==> config.mk <==
export PLATFORM = sky130hd
export DESIGN_NAME = mpm_fid_mul
export DESIGN_NICKNAME = d
export VERILOG_FILES = /design/src/rtl/mpm_pkg.sv /design/src/rtl/mpm_split.sv /design/src/rtl/mpm_array.sv /design/src/rtl/mpm_ctrl.sv /design/src/rtl/mpm_fid_mul.sv
export SDC_FILE = /design/constraint.sdc
export NUM_CORES = 1
export LEC_CHECK = 0
export BUFFER_PORTS_ARGS = -buffer_cell sky130_fd_sc_hd__clkbuf_2
export CORE_ASPECT_RATIO = 0.9
export CORE_UTILIZATION = 45
export CTS_CLUSTER_DIAMETER = 60
export DETAILED_ROUTE_END_ITERATION = 8
export GPL_TIMING_DRIVEN = 0
export PLACE_DENSITY = 0.63
export SYNTH_ARGS = -nofsm -noshare
export SYNTH_HDL_FRONTEND = slang
export SYNTH_SLANG_ARGS = --single-unit
==> constraint.sdc <==
create_clock -name clk -period 16.5 [get_ports clk]
set_clock_uncertainty 0.15 [all_clocks]
set_input_delay 4.95 -clock clk [delete_from_list [all_inputs] [get_ports clk]]
set_output_delay 4.95 -clock clk [all_outputs]
set_load 0.02 [all_outputs]
==> src/rtl/mpm_pkg.sv <==
// Package mpm_pkg
// Purpose : shared widths, phase encoding and weight shifts for the phased
//           mantissa multiplier.
// Assumes : operand widths are no narrower than the array dimensions.
package mpm_pkg;
    localparam int A_W    = 8;             // operand A mantissa width
    localparam int B_W    = 8;             // operand B mantissa width
    localparam int ARR_A  = 5;             // array input width on the A side
    localparam int ARR_B  = 7;             // array input width on the B side
    localparam int FID_W  = 2;             // fidelity code width
    localparam int A_LO_W = A_W - ARR_A;   // width of A low part
    localparam int B_LO_W = B_W - ARR_B;   // width of B low part
    localparam int PP_W   = ARR_A + ARR_B; // raw array product width
    localparam int P_W    = A_W + B_W;     // full product width
    localparam int SH_W   = 4;             // width of a shift amount

    typedef enum logic [1:0] {
        PH_HH = 2'd0,   // A high x B high
        PH_LH = 2'd1,   // A low  x B high
        PH_HL = 2'd2,   // A high x B low
        PH_LL = 2'd3    // A low  x B low
    } phase_t;

    localparam logic [SH_W-1:0] SH_HH = SH_W'(A_LO_W + B_LO_W);
    localparam logic [SH_W-1:0] SH_LH = SH_W'(B_LO_W);
    localparam logic [SH_W-1:0] SH_HL = SH_W'(A_LO_W);
    localparam logic [SH_W-1:0] SH_LL = '0;
endpackage

==> src/rtl/mpm_split.sv <==
// Module mpm_split
// Purpose : cut both mantissas into high and low parts that fit the array,
//           and flag operands whose low parts are both zero.
// Assumes : purely combinational; the caller registers the operands.
module mpm_split
    import mpm_pkg::*;
(
    input  logic [A_W-1:0]    a_in,
    input  logic [B_W-1:0]    b_in,
    output logic [ARR_A-1:0]  a_hi,
    output logic [A_LO_W-1:0] a_lo,
    output logic [ARR_B-1:0]  b_hi,
    output logic [B_LO_W-1:0] b_lo,
    output logic              narrow
);
    // Slice fields and detect operands that fit the array in one phase.
    always_comb begin
        a_hi   = a_in[A_W-1 -: ARR_A];
        a_lo   = a_in[A_LO_W-1:0];
        b_hi   = b_in[B_W-1 -: ARR_B];
        b_lo   = b_in[B_LO_W-1:0];
        narrow = (a_lo == '0) && (b_lo == '0);
    end
endmodule

==> src/rtl/mpm_array.sv <==
// Module mpm_array
// Purpose : the 5x7 multiplier array with its input selection and weight
//           shift. One phase yields one aligned partial product.
// Assumes : combinational; the phase comes from the sequencer.
module mpm_array
    import mpm_pkg::*;
(
    input  phase_t            phase,
    input  logic [ARR_A-1:0]  a_hi,
    input  logic [A_LO_W-1:0] a_lo,
    input  logic [ARR_B-1:0]  b_hi,
    input  logic [B_LO_W-1:0] b_lo,
    output logic [P_W-1:0]    pp_aligned
);
    logic [ARR_A-1:0] a_lo_x;
    logic [ARR_B-1:0] b_lo_x;
    logic [ARR_A-1:0] mul_x;
    logic [ARR_B-1:0] mul_y;
    logic [SH_W-1:0]  shamt;
    logic [PP_W-1:0]  pp_raw;

    // Zero-extend the low parts to the array input widths.
    always_comb begin
        a_lo_x = {{(ARR_A-A_LO_W){1'b0}}, a_lo};
        b_lo_x = {{(ARR_B-B_LO_W){1'b0}}, b_lo};
    end

    // Pick the array inputs and the weight shift for the current phase.
    always_comb begin
        case (phase)
            PH_HH:   begin mul_x = a_hi;   mul_y = b_hi;   shamt = SH_HH; end
            PH_LH:   begin mul_x = a_lo_x; mul_y = b_hi;   shamt = SH_LH; end
            PH_HL:   begin mul_x = a_hi;   mul_y = b_lo_x; shamt = SH_HL; end
            default: begin mul_x = a_lo_x; mul_y = b_lo_x; shamt = SH_LL; end
        endcase
    end

    // Multiply on the narrow array and move the result to its weight.
    always_comb begin
        pp_raw     = PP_W'(mul_x) * PP_W'(mul_y);
        pp_aligned = {{(P_W-PP_W){1'b0}}, pp_raw} << shamt;
    end
endmodule

==> src/rtl/mpm_ctrl.sv <==
// Module mpm_ctrl
// Purpose : phase sequencer. It accepts a start when idle, steps through
//           phases 0..last and raises a one-cycle done after the last one.
// Assumes : synchronous active-low reset; start is ignored while busy.
module mpm_ctrl
    import mpm_pkg::*;
(
    input  logic             clk,
    input  logic             rst_n,
    input  logic             start,
    input  logic [FID_W-1:0] fid,
    input  logic             narrow,
    output logic             accept,
    output logic             step,
    output logic             last_step,
    output phase_t           phase,
    output logic             done
);
    logic             busy_q;
    logic [FID_W-1:0] phase_q;
    logic [FID_W-1:0] last_q;
    logic             done_q;

    // Decode the handshake from the current state.
    always_comb begin
        accept    = start && !busy_q;
        step      = busy_q;
        last_step = busy_q && (phase_q == last_q);
        phase     = phase_t'(phase_q);
        done      = done_q;
    end

    // Advance the phase counter and track the busy state.
    always_ff @(posedge clk) begin
        if (!rst_n) begin
            busy_q  <= 1'b0;
            phase_q <= '0;
            last_q  <= '0;
        end else if (accept) begin
            busy_q  <= 1'b1;
            phase_q <= '0;
            last_q  <= narrow ? '0 : fid;
        end else if (busy_q) begin
            if (phase_q == last_q) begin
                busy_q <= 1'b0;
            end else begin
                phase_q <= phase_q + 1'b1;
            end
        end
    end

    // Register the completion pulse one cycle after the final phase.
    always_ff @(posedge clk) begin
        if (!rst_n) done_q <= 1'b0;
        else        done_q <= last_step;
    end

    AST_PHASE_LIMIT: assert property (@(posedge clk) disable iff (!rst_n)
        busy_q |-> (phase_q <= last_q));
    AST_DONE_PULSE: assert property (@(posedge clk) disable iff (!rst_n)
        done_q |=> !done_q);
    AST_NO_RESTART: assert property (@(posedge clk) disable iff (!rst_n)
        (busy_q && (phase_q != last_q)) |=> (busy_q && phase_q == $past(phase_q) + 1'b1));
endmodule

==> src/rtl/mpm_fid_mul.sv <==
// Module mpm_fid_mul
// Purpose : top level. It captures the operands on an accepted start,
//           accumulates the aligned partial product of each phase and
//           presents the product with a done pulse.
// Assumes : synchronous active-low reset; operands are mantissas with the
//           hidden bit in the MSB.
module mpm_fid_mul
    import mpm_pkg::*;
(
    input  logic             clk,
    input  logic             rst_n,
    input  logic             start,
    input  logic [A_W-1:0]   op_a,
    input  logic [B_W-1:0]   op_b,
    input  logic [FID_W-1:0] fid,
    output logic [P_W-1:0]   prod,
    output logic             done
);
    logic [A_W-1:0]    a_q;
    logic [B_W-1:0]    b_q;
    logic [FID_W-1:0]  fid_q;
    logic [P_W-1:0]    acc_q;
    logic [P_W-1:0]    prod_q;

    logic [ARR_A-1:0]  in_a_hi, q_a_hi;
    logic [A_LO_W-1:0] in_a_lo, q_a_lo;
    logic [ARR_B-1:0]  in_b_hi, q_b_hi;
    logic [B_LO_W-1:0] in_b_lo, q_b_lo;
    logic              in_narrow, q_narrow;
    logic              accept, step, last_step;
    phase_t            phase;
    logic [P_W-1:0]    pp_aligned;
    logic [P_W-1:0]    acc_next;

    // The input-side split only feeds the narrow-operand check.
    mpm_split i_split_in (
        .a_in(op_a), .b_in(op_b),
        .a_hi(in_a_hi), .a_lo(in_a_lo), .b_hi(in_b_hi), .b_lo(in_b_lo),
        .narrow(in_narrow)
    );

    // The captured-side split feeds the array.
    mpm_split i_split_q (
        .a_in(a_q), .b_in(b_q),
        .a_hi(q_a_hi), .a_lo(q_a_lo), .b_hi(q_b_hi), .b_lo(q_b_lo),
        .narrow(q_narrow)
    );

    mpm_ctrl i_ctrl (
        .clk(clk), .rst_n(rst_n), .start(start), .fid(fid),
        .narrow(in_narrow), .accept(accept), .step(step),
        .last_step(last_step), .phase(phase), .done(done)
    );

    mpm_array i_array (
        .phase(phase), .a_hi(q_a_hi), .a_lo(q_a_lo),
        .b_hi(q_b_hi), .b_lo(q_b_lo), .pp_aligned(pp_aligned)
    );

    // Add the current aligned partial product to the running sum.
    always_comb acc_next = acc_q + pp_aligned;

    // Capture the operands and fidelity when a start is accepted.
    always_ff @(posedge clk) begin
        if (!rst_n) begin
            a_q   <= '0;
            b_q   <= '0;
            fid_q <= '0;
        end else if (accept) begin
            a_q   <= op_a;
            b_q   <= op_b;
            fid_q <= fid;
        end
    end

    // Clear the accumulator on accept and sum the partial products per phase.
    always_ff @(posedge clk) begin
        if (!rst_n)       acc_q <= '0;
        else if (accept)  acc_q <= '0;
        else if (step)    acc_q <= acc_next;
    end

    // Latch the finished product for the caller.
    always_ff @(posedge clk) begin
        if (!rst_n)          prod_q <= '0;
        else if (last_step)  prod_q <= acc_next;
    end

    assign prod = prod_q;

    AST_FULL_EXACT: assert property (@(posedge clk) disable iff (!rst_n)
        (done && fid_q == 2'd3) |-> (prod == P_W'(a_q) * P_W'(b_q)));
    AST_NARROW_EXACT: assert property (@(posedge clk) disable iff (!rst_n)
        (done && q_narrow) |-> (prod == P_W'(a_q) * P_W'(b_q)));
    AST_START_IGNORED: assert property (@(posedge clk) disable iff (!rst_n)
        (step && start) |=> ($stable(a_q) && $stable(b_q) && $stable(fid_q)));
    AST_RESULT_HOLD: assert property (@(posedge clk) disable iff (!rst_n)
        !done |-> $stable(prod));
endmodule

==> parameters.txt, run 1 <==
Parameter                              Value

Critical path
  Arrival time worst endpoint    7790 ps
  Crit path required time    16570 ps
  CP top delay family    adder cells
  Critical path depth in cells    27
  Kind of launch point of the worst setup path    register
  Critical Path End Type    register
  Depth of the worst register-to-register path    27
  Largest incremental delay on the critical path    560 ps
  Critical-path cell with the highest stage delay    sky130_fd_sc_hd__fa_1
  Buffer and inverter count on the worst path    5
  Biggest fanout along the worst timing path    10
  Worst setup path class    reg2reg

Route
  Met3 Routed Length    467 µm
  DRC viols    0
  Iteration count of the initial detailed-routing pass    5
  Initial DRC Count    219
  Total length of routed met2 wires    4200 µm
  Avg Vias per Cell    5.47
  Wire length the detailed router placed on met1    about 5400 µm
  Uppermost layer routed    met4
  Total Routed Length    about 10000 µm
  Total number of vias    3749
  Average routed wire per standard cell    14.8 µm
  ANT nets after route    0

Cells and area
  # diodes    0
  Post-layout nets    between 600 and 700
  Share of layout cells above drive strength 1    14.2%
  Total of fill cells in the finished design    886
  Most common cell after layout, fill and taps aside    sky130_fd_sc_hd__nor2_1
  Growth of design area from synthesis to finish    10.4%
  Most used cells in the layout excluding fill and tap cells    71 x sky130_fd_sc_hd__nor2_1, 54 x sky130_fd_sc_hd__dfxtp_1, 41 x sky130_fd_sc_hd__inv_1

Synthesis
  Post-synthesis average cell area    between 8 and 9 µm²
  Number of warning messages in the yosys log    0
  Number of storage elements in the synthesis netlist    54
  Async set-or-reset flop fraction in the synthesized netlist    0%
  Number of flops mapped to enable cells by yosys    0
  Proportion of synthesized chip area in sequential cells    24.7%
  Cell count after synthesis    519
  Synthesized area    4370 µm²
  Dominant register cell in the synthesized netlist    sky130_fd_sc_hd__dfxtp_1
  Synth Net Count    596
  Count of distinct cell types in the synthesized netlist    61

Floorplanning
  Initial cell density of the core    47.1%
  Boundary Pins    38
  Core Region    around 9300 µm²
  Die Y-Extent    95.5 µm
  Die X-Extent    106 µm
  Overall die area    10100 µm²
  Cell Rows    33

Placed design
  Detailed placer's ending HPWL    8210 µm
  Gpl congestion    0.869
  IO buf count    36

Clock network
  Post-CTS resize count    0
  TritonCTS Buffers    5
  Clk slew on worst S/H paths    100 ps
  CTS tree    yes
  Worst-skew pair later-pin latency    310 ps
  Deepest clock path buffer count    2
  Number of clock sinks    54
  Number of hold buffers added after cts    0
  Count of buffers added by post-CTS timing repair for setup    0
  Clk Tree Root Cell    sky130_fd_sc_hd__clkbuf_8
  Level count of the clock H-tree    2

Timing
  Total negative setup slack    0 ps
  Endpoints failing hold    0
  Slew at the pin closest to its max-slew limit    724 ps
  Slew Viols, Final    0
  Maximum achievable frequency    130 MHz
  Min Hold Slack    309 ps
  Unrepaired setup endpoints after global routing    no
  Post-layout minimum cycle time    around 7700 ps
  Number of setup violations in the final report    0
  Worst rel slew slack    51.7%
  Fin crit share    46.8%

Global route
  Sum of overflow across all layers after global routing    0
  Wire length of the first global-routing pass    16900 µm
  Pin count of the biggest net entering global routing    18
  Number of antenna violations at the first check in global routing    0
  Global router's overall resource usage    a little over a fifth
  Vias in the first global route    3463

Power and ir drop
  Total power density per cell area    61.4 nW/µm²
  Worst-case vdd ir drop    just under 0.00004 V
  Leakage power of the design    0.00218 µW

Min path
  Hold/Removal Path Class    reg2reg
  Min-Delay Path Depth    2

Run
  Max-cap check violation count    0

Run status
  Status    finished clean
## worst paths after layout
kind	slack, ps	from	endpoint
max	8780	i_ctrl.phase[0]	acc_q[15]
min	310	prod[8]	prod[8]
max reg2reg	8780	i_ctrl.phase[0]	acc_q[15]
min reg2reg	310	prod[8]	prod[8]
## Yosys cell counts, drive strengths merged, types with 2 or more instances
| cell type | instances | share of area (%) |
|---|---|---|
| nor2 | 72 | 6.2 |
| dfxtp | 54 | 25 |
| inv | 41 | 3.5 |
| ha | 40 | 11 |
| nand2 | 40 | 3.5 |
| a21oi | 36 | 4.2 |
| mux2i | 29 | 6.6 |
| nand3 | 19 | 2.2 |
| o21ai | 19 | 2.2 |
| a22o | 18 | 3.6 |
| fa | 16 | 7.3 |
| xnor2 | 15 | 3.0 |
| a211oi | 14 | 3.0 |
| clkbuf | 13 | 1.1 |
| a21o | 10 | 1.7 |
| buf | 10 | 1.6 |
| mux2 | 7 | 1.8 |
| xor2 | 7 | 1.4 |
| a31oi | 6 | 1.0 |
| nand2b | 5 | 0.77 |
| nor2b | 5 | 0.72 |
| nor3 | 4 | 0.46 |
| or2 | 4 | 0.57 |
| a2111oi | 2 | 0.97 |
| a21boi | 2 | 0.34 |
| a221oi | 2 | 0.54 |
| and2 | 2 | 0.29 |
| and3 | 2 | 0.40 |
| nand3b | 2 | 0.34 |
| nand4 | 2 | 0.29 |
| nor4 | 2 | 0.29 |
| o22ai | 2 | 0.29 |
| o31ai | 2 | 0.46 |
| or3 | 2 | 0.29 |
## power breakdown
group / switching [µW] / internal [µW] / total (µW)
clock: 45.4 / 50.0 / 95.4
sequential: 3.98 / 136 / 140
combinational: 37.5 / 23.7 / 61.2
total: 86.8 / 209 / 296
## logic make-up (layout without fill, tap and decap cells)
| logic type | Yosys count | after routing | share of synthesized area (%) |
|---|---|---|---|
| AND/OR/NAND/NOR | 166 | 166 | 17.3 |
| AO/OA/AOI/OAI | 119 | 119 | 19.5 |
| buffers and inverters | 65 | 109 | 6.30 |
| adder cells (fa/ha/maj) | 56 | 56 | 18.8 |
| flip-flops | 54 | 54 | 24.7 |
| multiplexers | 37 | 37 | 8.96 |
| XOR/XNOR | 22 | 22 | 4.41 |
## final cells by class
class / count / area, µm² / area share [%]
Multi-Input combinational cell: 400 / 3020 / 62.5
Inverter: 42 / 158 / 3.27
Timing Repair Buffer: 36 / 180 / 3.73
Buffer: 23 / 118 / 2.44
Tap cell: 122 / 153 / 3.16
Sequential cell: 54 / 1080 / 22.4
Clock buffer: 6 / 82.6 / 1.71
Clock inverter: 2 / 38.8 / 0.804
## worst reg2reg max path: stages (launching register included)
cell	delay, ps
sky130_fd_sc_hd__dfxtp_1	390
sky130_fd_sc_hd__inv_1	120
sky130_fd_sc_hd__ha_1	220
sky130_fd_sc_hd__buf_4	180
sky130_fd_sc_hd__clkbuf_1	250
sky130_fd_sc_hd__o21ai_0	500
sky130_fd_sc_hd__nor2_1	160
sky130_fd_sc_hd__fa_1	540
sky130_fd_sc_hd__fa_1	560
sky130_fd_sc_hd__inv_1	60
sky130_fd_sc_hd__fa_1	530
sky130_fd_sc_hd__inv_1	40
sky130_fd_sc_hd__ha_1	360
sky130_fd_sc_hd__a21oi_2	220
sky130_fd_sc_hd__o31ai_2	150
sky130_fd_sc_hd__o31ai_1	430
sky130_fd_sc_hd__xor2_1	280
sky130_fd_sc_hd__mux2_2	240
sky130_fd_sc_hd__mux2i_1	70
sky130_fd_sc_hd__mux2_2	280
sky130_fd_sc_hd__ha_1	300
sky130_fd_sc_hd__or2_2	290
sky130_fd_sc_hd__a21boi_1	130
sky130_fd_sc_hd__a21boi_1	180
sky130_fd_sc_hd__a221oi_2	310
sky130_fd_sc_hd__xor2_1	360
sky130_fd_sc_hd__a211oi_1	130
sky130_fd_sc_hd__a41o_1	210
## registers in the layout, indices dropped and copies added, names as in the netlist
signal         flops
a_q                8
acc_q             16
b_q                8
i_ctrl.done        1
i_ctrl.last_q      2
i_ctrl.phase       2
i_ctrl.step        1
prod              16
## per-layer routing
metal | track usage, % | up-vias
met1 | 31.2 | 1762
met2 | 32.0 | 85
met5 | 0 | -
met3 | 3.69 | 2
li1 | - | 1900
met4 | 3.59 | 0
## through the flow
stage	instance area [µm²]	total power [µW]	utilization (%)	setup slack (ps)	instances
5_1_grt	4830	311	51.9	8240	685
3_3_place_gp	4700	202	50.6	8980	677
6_report	4830	296	51.9	8780	685
2_1_floorplan	4370	186	-	9780	519
3_5_place_dp	4700	203	50.6	8860	677
4_1_cts	4830	298	51.9	8820	685
Note: power is estimated with default switching activity, not from simulation.
==> run 2, diff against run 1 <==
Settings changed: PLACE_DENSITY 0.63 to 0.65.
Clock period 16.5 ns to 6.65 ns, I/O delays scaled along.
==> run 2 against run 1 <==
Count of clock-buffer cells in the layout shrank 1. Utilization grew 6.4 points. Final area grew 12%. Cell count grew 3.6%. Critical path type unchanged. Non-clock buffer count grew 25. Die area is the same. Power grew to 2.6 times the previous value.
==> parameters.txt, run 2 (same netlist as run 1, synthesis figures left out) <==
Parameter                              Value

Clock network
  Number of clock sinks    54 (unchanged)
  Clk Tree Root Cell    sky130_fd_sc_hd__clkbuf_8
  CTS tree    yes
  Deepest clock path buffer count    2 (unchanged)
  Number of hold buffers added after cts    0 (unchanged)
  Clk slew on worst S/H paths    110 ps (about the same)
  Level count of the clock H-tree    2 (unchanged)
  TritonCTS Buffers    5 (unchanged)
  Worst-skew pair later-pin latency    320 ps (about the same)

Critical path
  Most repeated library cell on the critical path    sky130_fd_sc_hd__fa_1
  Crit path required time    6710 ps (-9860 ps)
  Worst setup path class    reg2reg
  Biggest fanout along the worst timing path    4 (-6)
  CP top delay family    adder cells
  Buffer and inverter count on the worst path    6 (+1)
  Critical-path cell with the highest stage delay    sky130_fd_sc_hd__fa_1
  Largest incremental delay on the critical path    530 ps (-30 ps)
  Critical Path End Type    register
  Arrival time worst endpoint    6540 ps (-1250 ps)
  Kind of launch point of the worst setup path    register

Placed design
  Gpl congestion    0.859 (-1.1%)
  Detailed placer's ending HPWL    8250 µm (+0.50%)
  Worst setup slack before clock tree synthesis    -828 ps (-9690 ps)
  Number of placed instances with taps included    677 (unchanged)
  IO buf count    36 (unchanged)

Global route
  Sum of overflow across all layers after global routing    0 (unchanged)
  Vias in the first global route    3742 (+8.1%)
  Wire length of the first global-routing pass    18300 µm (+7.9%)
  Global router's overall resource usage    22.8% (+1.8 points)
  Number of antenna violations at the first check in global routing    0 (unchanged)
  Pin count of the biggest net entering global routing    19 (+1)

Timing
  Post-layout minimum cycle time    6480 ps (-1240 ps)
  Number of setup violations in the final report    0 (unchanged)
  Worst rel slew slack    51.6% (-0.13 points)
  Maximum achievable frequency    154 MHz (+19%)
  Endpoints failing hold    0 (unchanged)
  Unrepaired setup endpoints after global routing    yes
  Slew at the pin closest to its max-slew limit    726 ps (+1.88 ps)
  Fin crit share    97.4% (+51 points)
  Slew Viols, Final    0 (unchanged)
  Final setup margin    171 ps (-8610 ps)

Cells and area
  Non-filler cells, final    710 (+3.6%)
  Most used cells in the layout excluding fill and tap cells    66 x sky130_fd_sc_hd__nor2_1, 52 x sky130_fd_sc_hd__dfxtp_1, 37 x sky130_fd_sc_hd__nand2_1
  Share of layout cells above drive strength 1    26.7% (+12 points)
  Post-layout nets    664 (+3.9%)
  Most common cell after layout, fill and taps aside    sky130_fd_sc_hd__nor2_1
  Growth of design area from synthesis to finish    24.0%
  # diodes    0 (unchanged)

Route
  Avg Vias per Cell    5.52 (+0.85%)
  Iteration count of the initial detailed-routing pass    4 (-1)
  Average routed wire per standard cell    15.6 µm (+5.3%)
  Total Routed Length    11100 µm (+9.2%)
  ANT nets after route    0 (unchanged)
  DRC viols    0 (unchanged)
  Total number of vias    3919 (+4.5%)
  Initial DRC Count    231 (+5.5%)

Floorplanning
  Die Y-Extent    95.5 µm (unchanged)
  Overall die area    10100 µm² (unchanged)
  Boundary Pins    38 (unchanged)
  Initial cell density of the core    47.1% (unchanged)
  Cell Rows    33 (unchanged)
  Core Region    9290 µm² (unchanged)
  Die X-Extent    106 µm (unchanged)

Power and ir drop
  Worst-case vdd ir drop    0.0000978 V (+150%)
  Total power density per cell area    141 nW/µm² (+130%)
  Leakage power of the design    0.00237 µW (+8.5%)

Run
  Max-cap check violation count    0 (unchanged)

Run status
  Status    finished clean

Min path
  Hold/Removal Path Class    reg2reg
## run 2: worst register-to-register path: cells and delay by family (launching register included)
kind | cells | cell delay (ps)
and+or+nand+nor | 4 | 450
xor gates and xnor gates | 3 | 510
buffers and inverters | 6 | 590
DFF | 1 | 370
adders and majority gates | 6 | 2270
AOI/OAI and AO/OA | 8 | 1200
muxes | 3 | 840
## run 2: layout make-up
type / instances / area (µm²)
tap: 122 / 153
sequential: 54 / 1080
inverter: 42 / 160
fill: 816 / 3870
clock buffer: 5 / 68.8
buffer: 22 / 121
clock inverter: 3 / 48.8
timing repair buffer: 62 / 395
multi-input combinational: 400 / 3390
## run 2: path summary, 6_finish.rpt
kind | cells past startpoint | to | from | slack (ps)
setup / recovery | 30 | prod[15] | i_ctrl.phase[0] | 170
hold / removal | 2 | prod[7] | prod[7] | 310
hold reg to reg | 2 | prod[7] | prod[7] | 310
setup reg to reg | 30 | prod[15] | i_ctrl.phase[0] | 170
## run 2: what timing repair did
action,in CTS,in global routing
pin swaps,15,32
endpoints found under the setup margin,16,10
resized for setup,42,42
gates cloned,0,0
buffers inserted,18,9
## run 2: where the power goes
part           internal, µW  total (µW)  switching, µW
sequential              337         348           11.7
clock                   115         235            120
combinational          78.0         183            105
## run 2: per-layer routing
layer	part of all wire, %	global-route usage (%)	vias to the layer above
met5	0	0	-
li1	-	-	1948
met2	45	37.1	90
met4	1.2	6.94	0
met3	5.1	2.94	8
met1	49	31.7	1873
## run 2: stage by stage
step	hold WS (ps)	util [%]	TNS, ps	area, µm²	total power (µW)
after floorplan	299	-	0	4380	462
after global placement	294	50.7	-4980	4710	501
after detailed placement	298	50.7	-5680	4710	503
after CTS	313	55.7	0	5170	756
after global routing	327	58.4	-145	5420	804
final	310	58.4	0	5420	767
==> run 3, diff against run 2 <==
--- a/config.mk
+++ b/config.mk
@@ -13,4 +13,5 @@
 export GPL_TIMING_DRIVEN = 0
 export PLACE_DENSITY = 0.65
+export SETUP_SLACK_MARGIN = 0.02
 export SYNTH_ARGS = -nofsm -noshare
 export SYNTH_HDL_FRONTEND = slang
==> constraint.sdc (replaced) <==
create_clock -name clk -period 6.65 [get_ports clk]
set_clock_uncertainty 0.15 [all_clocks]
set_input_delay 0 -clock clk [delete_from_list [all_inputs] [get_ports clk]]
set_output_delay 0 -clock clk [all_outputs]
set_load 0.02 [all_outputs]
==> run 3 against run 2 <==
Register-to-register slack hardly changed. Sequential share of layout area is 0.66 points lower. Critical endpoint is now acc_q[15]. Largest cell class unchanged. Clock power hardly changed. Global-route usage is 0.31 points lower. Routed wire length is 0.23% lower. Utilization is 2.1 points higher. Worst setup slack worse by 8.3 ps. Count of clock-buffer cells in the layout stayed put. Non-clock buffer count is 23 higher. Hold slack worse by 26 ps. Final area is 3.7% higher. Flip-flop and latch count stayed put.
==> parameters.txt, run 3 (same netlist as run 1, synthesis figures left out) <==
Parameter                              Value

Run status
  Status    finished clean

Power and ir drop
  Internal power summed over all cells    537 µW (+1.4%)
  Clock group share of total power    30.3% (-0.4 points)
  Worst-case vdd ir drop    0.0000977 V (-0.15%)
  Sw frac    30.6% (-0.31 points)
  Share of total power in sequential cells    44.9% (-0.5 points)
  Total power density per cell area    138 nW/µm² (-2.6%)
  Net switching power    237 µW (about the same)
  Combinational share of power    24.8% (+0.9 points)
  Total design power    774 µW (+0.98%)
  Leakage power of the design    0.00245 µW (+3.6%)

Route
  Avg Vias per Cell    5.44 (-1.5%)
  Iteration count of the initial detailed-routing pass    5 (+1)
  DRC viols    0 (unchanged)
  Total number of vias    3987 (+1.7%)
  ANT nets after route    0 (unchanged)
  Total Routed Length    11000 µm (-0.23%)
  Average routed wire per standard cell    15.1 µm (-3.4%)
  Initial DRC Count    248 (+7.4%)

Cells and area
  Most used cells in the layout excluding fill and tap cells    65 x sky130_fd_sc_hd__nor2_1, 52 x sky130_fd_sc_hd__dfxtp_1, 37 x sky130_fd_sc_hd__nand2_1
  Share of layout cells above drive strength 1    26.2% (-0.51 points)
  Non-filler cells, final    733 (+3.2%)
  Post-layout nets    687 (+3.5%)
  Total of fill cells in the finished design    767 (-6.0%)
  # diodes    0 (unchanged)
  Most common cell after layout, fill and taps aside    sky130_fd_sc_hd__nor2_1
  Growth of design area from synthesis to finish    28.6%

Timing
  Post-layout minimum cycle time    6490 ps (+8.28 ps)
  Slew Viols, Final    0 (unchanged)
  Min Hold Slack    284 ps (-26.0 ps)
  Unrepaired setup endpoints after global routing    yes
  Maximum achievable frequency    154 MHz (-0.13%)
  Fin crit share    97.6% (+0.12 points)
  Number of setup violations in the final report    0 (unchanged)
  Slew at the pin closest to its max-slew limit    733 ps (+6.86 ps)
  Endpoints failing hold    0 (unchanged)
  Worst rel slew slack    51.2% (-0.46 points)

Placed design
  Gpl congestion    0.913 (+6.3%)
  IO buf count    36 (unchanged)
  Number of placed instances with taps included    677 (unchanged)
  Detailed placer's ending HPWL    8170 µm (-0.98%)

Clock network
  Clk slew on worst S/H paths    110 ps (about the same)
  Clk Tree Root Cell    sky130_fd_sc_hd__clkbuf_8
  TritonCTS Buffers    5 (unchanged)
  Number of clock sinks    54 (unchanged)
  Deepest clock path buffer count    2 (unchanged)
  Worst-skew pair later-pin latency    310 ps (about the same)
  Level count of the clock H-tree    2 (unchanged)
  CTS tree    yes

Critical path
  Reg-to-reg critical path startpoint    i_ctrl.phase[0]
  Largest incremental delay on the critical path    530 ps (about the same)
  Worst setup path class    reg2reg
  Critical Path End Type    register
  Kind of launch point of the worst setup path    register
  Depth of the worst register-to-register path    28 (-6.7%)
  Worst reg-to-reg setup slack    160 ps (about the same)
  Arrival time worst endpoint    6560 ps (+20 ps)
  Biggest fanout along the worst timing path    4 (unchanged)
  Reg-to-reg endpoint    acc_q[15]
  Crit path required time    6720 ps (about the same)
  Critical-path cell with the highest stage delay    sky130_fd_sc_hd__fa_1
  Most repeated library cell on the critical path    sky130_fd_sc_hd__fa_1

Floorplanning
  Overall die area    10100 µm² (unchanged)
  Boundary Pins    38 (unchanged)
  Die X-Extent    106 µm (unchanged)
  Cell Rows    33 (unchanged)
  Initial cell density of the core    47.1% (unchanged)
  Core Region    9290 µm² (unchanged)
  Die Y-Extent    95.5 µm (unchanged)

Global route
  Sum of overflow across all layers after global routing    0 (unchanged)
  Pin count of the biggest net entering global routing    19 (unchanged)
  Global router's overall resource usage    22.5% (-0.31 points)
  Vias in the first global route    3708 (-0.91%)
  Number of antenna violations at the first check in global routing    0 (unchanged)
  Wire length of the first global-routing pass    18200 µm (-0.45%)

Run
  Max-cap check violation count    0 (unchanged)

Min path
  Hold/Removal Path Class    in2reg
  Startpoint of the worst hold path    op_b[6]
  Min-Delay Path Depth    3 (+1)
  Endpoint, Worst Hold    b_q[6]
run 3: worst max-delay path by stage:
stage               startpoint         to  slack, ps
2_1_floorplan  i_ctrl.phase[0]  acc_q[15]         20
3_3_place_gp   i_ctrl.phase[0]  acc_q[15]       -720
3_5_place_dp   i_ctrl.phase[0]  acc_q[15]       -810
4_1_cts        i_ctrl.phase[0]  acc_q[15]        -60
5_1_grt        i_ctrl.phase[0]  acc_q[15]        -90
6_report       i_ctrl.phase[0]  acc_q[15]        160
run 3: repair_timing:
action / in CTS / in global routing
pin swaps: 14 / 35
buffers inserted: 13 / 17
setup endpoints to repair: 16 / 10
hold buffers: 20 / 0
hold endpoints to repair: 23 / 0
resized for setup: 38 / 46
run 3: worst max-delay path: cells and delay by family, from the launching register on:
family	cells	cell delay [ps]
DFF	1	360
and+or+nand+nor	2	230
xor gates and xnor gates	2	460
buffers and inverters	6	540
adders and majority gates	6	2260
muxes	2	390
AOI/OAI and AO/OA	10	1980
run 3: cell type report:
type                       instances  area [µm²]  area share, %
sequential                        54        1090           19.3
inverter                          42         160           2.85
multi-input combinational        400        3360           59.8
tap                              122         153           2.72
clock buffer                       5        68.8           1.22
buffer                            22         136           2.43
clock inverter                     3        47.5          0.846
timing repair buffer              85         606           10.8
run 3: power groups by stage:
stage / sequential, µW / combinational [µW] / clock (µW)
after global placement: 353 / 148 / 0
final: 348 / 192 / 235
after global routing: 349 / 210 / 251
after detailed placement: 353 / 151 / 0
after CTS: 347 / 172 / 236
after floorplan: 355 / 108 / 0
run 3: per-layer routing:
layer	routed length (µm)	part of all wire, %	track usage, %	vias up
met5	0	0	0	-
met4	82	0.74	3.82	0
met3	416	3.8	2.60	7
met2	5030	46	36.7	93
met1	5510	50	32.5	1894
li1	-	-	-	1993
run 3: stage by stage:
stage               utilization (%)  worst slack, ps  cell area [µm²]  setup TNS, ps
finish                         60.5              162             5620              0
global route                   60.5            -94.0             5620           -146
CTS                            57.4            -59.2             5330          -59.2
detailed placement             50.8             -806             4720          -5710
global placement               50.8             -718             4720          -4830
floorplan                         -             20.2             4390              0
